## src/rtl/pbw_pkg.sv

```systemverilog
package pbw_pkg;

    localparam int IDX_W     = 5;
    localparam int VAL_W     = 10;
    localparam int NUM_REGS  = 21;
    localparam int HI_BITS   = VAL_W - 8;
    localparam int ZERO_TOP  = 8 - IDX_W;

    localparam logic [IDX_W-1:0] LAST_IDX  = IDX_W'(NUM_REGS - 1);
    localparam logic [IDX_W-1:0] LAST_AUTO = IDX_W'(NUM_REGS - 2);
    localparam logic [1:0]       HI_MARK   = 2'b01;

    typedef enum logic [2:0] {
        ST_IDLE,
        ST_DEV,
        ST_IDX,
        ST_HI,
        ST_LO
    } pbw_state_e;

    typedef struct packed {
        logic             vld;
        logic [IDX_W-1:0] idx;
        logic [VAL_W-1:0] val;
    } pbw_commit_t;

    function automatic logic marker_ok(input logic [7:0] b);
        return b[7:6] == HI_MARK;
    endfunction

    function automatic logic [VAL_W-1:0] build_value(
        input logic [HI_BITS-1:0] hi,
        input logic [7:0]         lo,
        input logic               lock_slot
    );
        if (lock_slot)
            return {{(VAL_W-1){1'b0}}, lo[0]};
        return {hi, lo};
    endfunction

endpackage

```

## src/rtl/pbw_addr_match.sv

```systemverilog
module pbw_addr_match #(
    parameter logic [6:0] DEV_ADDR = 7'h2C
) (
    input  logic [7:0] byte_data,
    output logic       hit
);
    always_comb begin
        hit = (byte_data[7:1] == DEV_ADDR) && (byte_data[0] == 1'b0);
    end
endmodule

```

## src/rtl/pbw_index_gate.sv

```systemverilog
module pbw_index_gate
    import pbw_pkg::*;
(
    input  logic [7:0]       byte_data,
    input  logic [IDX_W-1:0] cur_idx,
    input  logic             stepped,
    output logic             idx_ok,
    output logic             slot_open
);
    always_comb begin
        idx_ok    = (byte_data[7:IDX_W] == '0) &&
                    (byte_data[IDX_W-1:0] <= LAST_IDX);
        slot_open = (cur_idx <= LAST_AUTO) ||
                    ((cur_idx == LAST_IDX) && !stepped);
    end
endmodule

```

## src/rtl/pbw_pair_reg.sv

```systemverilog
module pbw_pair_reg
    import pbw_pkg::*;
(
    input  logic               clk,
    input  logic               rst,
    input  logic               load_hi,
    input  logic               fire,
    input  logic [7:0]         byte_data,
    input  logic [IDX_W-1:0]   cur_idx,
    output pbw_commit_t        commit
);
    logic [HI_BITS-1:0] hi_q;

    always_ff @(posedge clk) begin
        if (rst) begin
            hi_q   <= '0;
            commit <= '0;
        end else begin
            if (load_hi)
                hi_q <= byte_data[HI_BITS-1:0];
            commit.vld <= fire;
            if (fire) begin
                commit.idx <= cur_idx;
                commit.val <= build_value(hi_q, byte_data, cur_idx == LAST_IDX);
            end
        end
    end

    AST_FIRE_NOT_WITH_LOAD: assert property (@(posedge clk) disable iff (rst)
        !(fire && load_hi));
endmodule

```

## src/rtl/pbw_engine.sv

```systemverilog
module pbw_engine
    import pbw_pkg::*;
#(
    parameter logic [6:0] DEV_ADDR = 7'h2C
) (
    input  logic             clk,
    input  logic             rst,
    input  logic             bus_start,
    input  logic             bus_stop,
    input  logic             byte_vld,
    input  logic [7:0]       byte_data,
    output logic             ack,
    output logic             commit_vld,
    output logic [IDX_W-1:0] commit_idx,
    output logic [VAL_W-1:0] commit_val
);
    pbw_state_e       state_q;
    logic [IDX_W-1:0] idx_q;
    logic             stepped_q;
    logic             addr_hit, idx_ok, slot_open;
    logic             ctrl, take, load_hi, fire;
    pbw_commit_t      commit;

    pbw_addr_match #(.DEV_ADDR(DEV_ADDR)) u_addr (
        .byte_data (byte_data),
        .hit       (addr_hit)
    );

    pbw_index_gate u_gate (
        .byte_data (byte_data),
        .cur_idx   (idx_q),
        .stepped   (stepped_q),
        .idx_ok    (idx_ok),
        .slot_open (slot_open)
    );

    always_comb begin
        ctrl = bus_start || bus_stop;
        take = byte_vld && !ctrl;
        unique case (state_q)
            ST_DEV:  ack = take && addr_hit;
            ST_IDX:  ack = take && idx_ok;
            ST_HI:   ack = take && marker_ok(byte_data) && slot_open;
            ST_LO:   ack = take;
            default: ack = 1'b0;
        endcase
        load_hi = (state_q == ST_HI) && ack;
        fire    = (state_q == ST_LO) && take;
    end

    always_ff @(posedge clk) begin
        if (rst) begin
            state_q   <= ST_IDLE;
            idx_q     <= '0;
            stepped_q <= 1'b0;
        end else if (bus_start) begin
            state_q   <= ST_DEV;
            stepped_q <= 1'b0;
        end else if (bus_stop) begin
            state_q   <= ST_IDLE;
        end else if (byte_vld) begin
            unique case (state_q)
                ST_DEV: state_q <= addr_hit ? ST_IDX : ST_IDLE;
                ST_IDX: begin
                    if (idx_ok) begin
                        idx_q     <= byte_data[IDX_W-1:0];
                        stepped_q <= 1'b0;
                        state_q   <= ST_HI;
                    end else begin
                        state_q   <= ST_IDLE;
                    end
                end
                ST_HI: if (load_hi) state_q <= ST_LO;
                ST_LO: begin
                    idx_q     <= idx_q + 1'b1;
                    stepped_q <= 1'b1;
                    state_q   <= ST_HI;
                end
                default: state_q <= ST_IDLE;
            endcase
        end
    end

    pbw_pair_reg u_pair (
        .clk       (clk),
        .rst       (rst),
        .load_hi   (load_hi),
        .fire      (fire),
        .byte_data (byte_data),
        .cur_idx   (idx_q),
        .commit    (commit)
    );

    assign commit_vld = commit.vld;
    assign commit_idx = commit.idx;
    assign commit_val = commit.val;

    AST_ACK_NEEDS_BYTE: assert property (@(posedge clk) disable iff (rst)
        !byte_vld |-> !ack);
    AST_COMMIT_FOLLOWS_ACK: assert property (@(posedge clk) disable iff (rst)
        commit_vld |-> $past(byte_vld && ack));
    AST_COMMIT_IDX_LEGAL: assert property (@(posedge clk) disable iff (rst)
        commit_vld |-> (commit_idx <= LAST_IDX));
    AST_LOCK_ONE_BIT: assert property (@(posedge clk) disable iff (rst)
        (commit_vld && commit_idx == LAST_IDX) |-> (commit_val[VAL_W-1:1] == '0));
    AST_ABORT_NO_COMMIT: assert property (@(posedge clk) disable iff (rst)
        (bus_start || bus_stop) |=> !commit_vld);
    AST_COMMIT_SINGLE: assert property (@(posedge clk) disable iff (rst)
        commit_vld |=> !commit_vld);
endmodule

```

## config.mk

```make
export PLATFORM = sky130hd
export DESIGN_NAME = pbw_engine
export DESIGN_NICKNAME = d
export VERILOG_FILES = /design/src/rtl/pbw_pkg.sv /design/src/rtl/pbw_addr_match.sv /design/src/rtl/pbw_index_gate.sv /design/src/rtl/pbw_pair_reg.sv /design/src/rtl/pbw_engine.sv
export SDC_FILE = /design/constraint.sdc
export NUM_CORES = 1
export LEC_CHECK = 0
export ABC_CLOCK_PERIOD_IN_PS = 2000
export CORE_ASPECT_RATIO = 0.7
export CORE_MARGIN = 4
export CORE_UTILIZATION = 44
export DETAILED_ROUTE_END_ITERATION = 6
export PLACE_DENSITY = 0.69
export SLEW_MARGIN = 30
export SYNTH_ARGS = -nofsm -noshare
export SYNTH_HDL_FRONTEND = slang
export SYNTH_HIERARCHICAL = 1
export SYNTH_SLANG_ARGS = --single-unit
```

## constraint.sdc

```tcl
create_clock -name clk -period 2 [get_ports clk]
set_clock_uncertainty 0.15 [all_clocks]
set_input_delay 0.3 -clock clk [delete_from_list [all_inputs] [get_ports clk]]
set_output_delay 0.3 -clock clk [all_outputs]
set_load 0.01 [all_outputs]
```

==> results.toml <==
[global_routing]
antenna_found_initial = 0
grt_max_degree = 36
grt-ovfl-total = 0
grt_pass1_vias = 1412
grtUsageTotal_pct = 19.2
grt_pass1_wl_mm = 6.33

[drt]
drtIter0Drc = 59
drc = 0
wirelength_mm = 3.78
ant_nets = 0
drt-pass1-iter-count = 6
vias = 1411
post_drt_via_cell_ratio = 5.60
wl_per_cell_um = 15.0

[clocking]
cts_buffers = 3
clkLatencyLatePin_ns = 0.27
ctsHoldBuffers = 0
htreeDepth = 1
root_buffer = "clkbuf_8"
cts_tree = "yes"
clkTransAtPathRegs_ns = 0.09
cts.sinks = 27
clock_path_buffers = 2

[yosys]
yosysMostFrequentCell = "dfxtp_1"
synth-warning-count = 6
syn_area_mm2 = 0.00142
async_flop_share_pct = 0
yosys-top-cells-count = "dfxtp_1 (27), nor2_1 (15), nand2_1 (14), mux2i_1 (9), o21ai_0 (9)"
ys_seq_area_share_pct = 38.1
netlist_instances = 154
synth.top_cells.by_area = "dfxtp_1 (38%), mux2i_1 (6.3%), or3b_2 (4.3%)"
synth_top_cell_by_area = "dfxtp_1"
syn-num-nets = 168
ys_ff_latch = 27
ys_types = 44
synth_area_per_cell_um2 = 9.21
synth_edf_count = 0
yosysTopAreaCellShare_pct = 38.1
synth-main-ff-cell = "dfxtp_1"

[timing]
hold_violations = 0
setup_viol = 1
max_freq_mhz = 416
finalSetupTns_ns = -0.402
min_period_over_period_pct = 120
slew_headroom_pct = 57.5
rsz0062_at_grt = "true"
hold_ws_ns = 0.162
drv_slew = 0
setup_ws_ns = -0.402
worst_pin_slew_ns = 0.632
fin_crit_ns = 2.40

[run]
drv_cap = 0

[floorplan]
fp-row-count = 16
coreArea_mm2 = 0.00294
ios = 30
dieArea_mm2 = 0.00421
start_util_pct = 48.2
die_width_um = 75.9
die_y_um = 55.5

[worst_hold_path]
hp-class = "in -> reg"
hold_depth = 3
worstHoldStart = "byte_data[2]"
holdPathEnd = "u_pair/commit[2]"

[finish]
regArea_um2 = 541
fillCellCount = 233
drive_gt1_share_pct = 35.2
antenna_cells = 0
nNetsFinal = 231
final_cells = 252
multi_input_area_um2 = 853
areaGrowthSynthToFinish_pct = 45.3

[critical_path]
crit_start = "byte_data[5]"
r2r_setup_slack_ns = 0.12
start_kind = "input port"
path_max_fanout = 2
cp_cell_sequence = "buf_6, or4b_4, nor4_4, or4bb_1, o311ai_2, nor2_1, nor2_2, buf_2"
crit_family = "simple AND/OR/NAND/NOR gates"
timing.critical_path.buf_inv = 2
worst_r2r_endpoint = "u_pair/commit[8]"
cpMaxStageDelayCell = "or4b_4"
cp_num_cells = 8
r2r-start = "state_q[2]"
worstRegToRegCells = 6
required_ns = 1.55
arrival_ns = 1.95
critPathKind = "in -> out"
cp_slowest_stage_delay_ns = 0.54
critPathCaptureType = "output port"

[placed_design]
hpwl_mm = 2.71
portBuffers = 29
globalplace.congestion = 0.873
dp_cells = 242
post-place-ws_ns = -1.20

[pwr]
p_per_area_mw_per_mm2 = 463
power_leakage_nw = 0.763
vdd.ir_drop.worst_mv = 0.439

[run_status]
status = "finished, violations left"
violations = "negative setup slack"
routing by layer:
metal  global-route usage [%]  vias up  routed length [µm]
met5                        0        -                   0
met3                     5.43        6                 241
met2                     30.2       37                1790
met4                     5.74        0                  52
met1                     25.1      672                1690
li1                         -      696                   -
cell families after synthesis:
| kind of cell | synth area share (%) |
|---|---|
| compound gates | 17.8 |
| fa+ha+maj | 0.882 |
| mux | 6.35 |
| flops | 38.1 |
| buf+inv | 6.00 |
| simple gates | 30.9 |
registers in the layout (all words and copies together) (netlist names):
name / cells
u_pair/commit: 16
idx_q: 5
state_q: 3
u_pair/hi_q: 2
stepped_q: 1
what timing repair did:
item                                   4_1_cts  5_1_grt
pin swaps                                    8        9
buffers inserted                             4        3
cloned                                       0        0
gates resized for setup                     35       14
endpoints found under the hold margin        0        0
setup endpoints to repair                   12       12
cells in the final DEF, fill, tap and decap left out, drive strengths merged, types with 3 or more instances in the layout:
| cell type | n |
|---|---|
| nor4 | 4 |
| nor2 | 15 |
| buf | 42 |
| o21ai | 10 |
| nor2b | 4 |
| nor3 | 7 |
| or3b | 11 |
| a211oi | 3 |
| o31ai | 9 |
| clkdlybuf4s50 | 18 |
| nand3 | 3 |
| and2 | 3 |
| mux2i | 9 |
| a21oi | 6 |
| clkbuf | 6 |
| dfxtp | 27 |
| nand2 | 14 |
tightest hold or removal path: cells and delay by family:
kind	cells	cell delay (ns)
AO/OA/AOI/OAI	1	0.05
buffers and inverters	1	0.13
AND/OR/NAND/NOR	1	0.07
worst max path at each step:
stage,endpoint,slack (ns)
floorplan,ack,-0.15
global placement,ack,-1.15
detailed placement,ack,-1.20
CTS,ack,-0.43
global route,ack,-0.48
finish,ack,-0.40
area by class of cell:
| type | count | area share, % |
|---|---|---|
| Timing Repair Buffer | 66 | 27.6 |
| Clock buffer | 3 | 2.00 |
| Inverter | 2 | 0.364 |
| Clock inverter | 1 | 0.243 |
| Tap cell | 36 | 2.18 |
| Multi-Input combinational cell | 117 | 41.4 |
| Sequential cell | 27 | 26.2 |
per-stage QoR:
step | power (W) | utilization, % | cell area, µm²
final | 0.000955 | 70.1 | 2060
after global routing | 0.00100 | 70.1 | 2060
after CTS | 0.000961 | 69.0 | 2030
after detailed placement | 0.000652 | 66.2 | 1950
after global placement | 0.000650 | 66.2 | 1950
after floorplan | 0.000586 | - | 1430
power breakdown:
group	internal (W)	switching (W)
Sequential	0.000539	0.00000131
Combinational	0.0000518	0.0000542
Clock	0.000140	0.000169
Total	0.000730	0.000225
No activity file was read; power rests on OpenSTA's default activity.
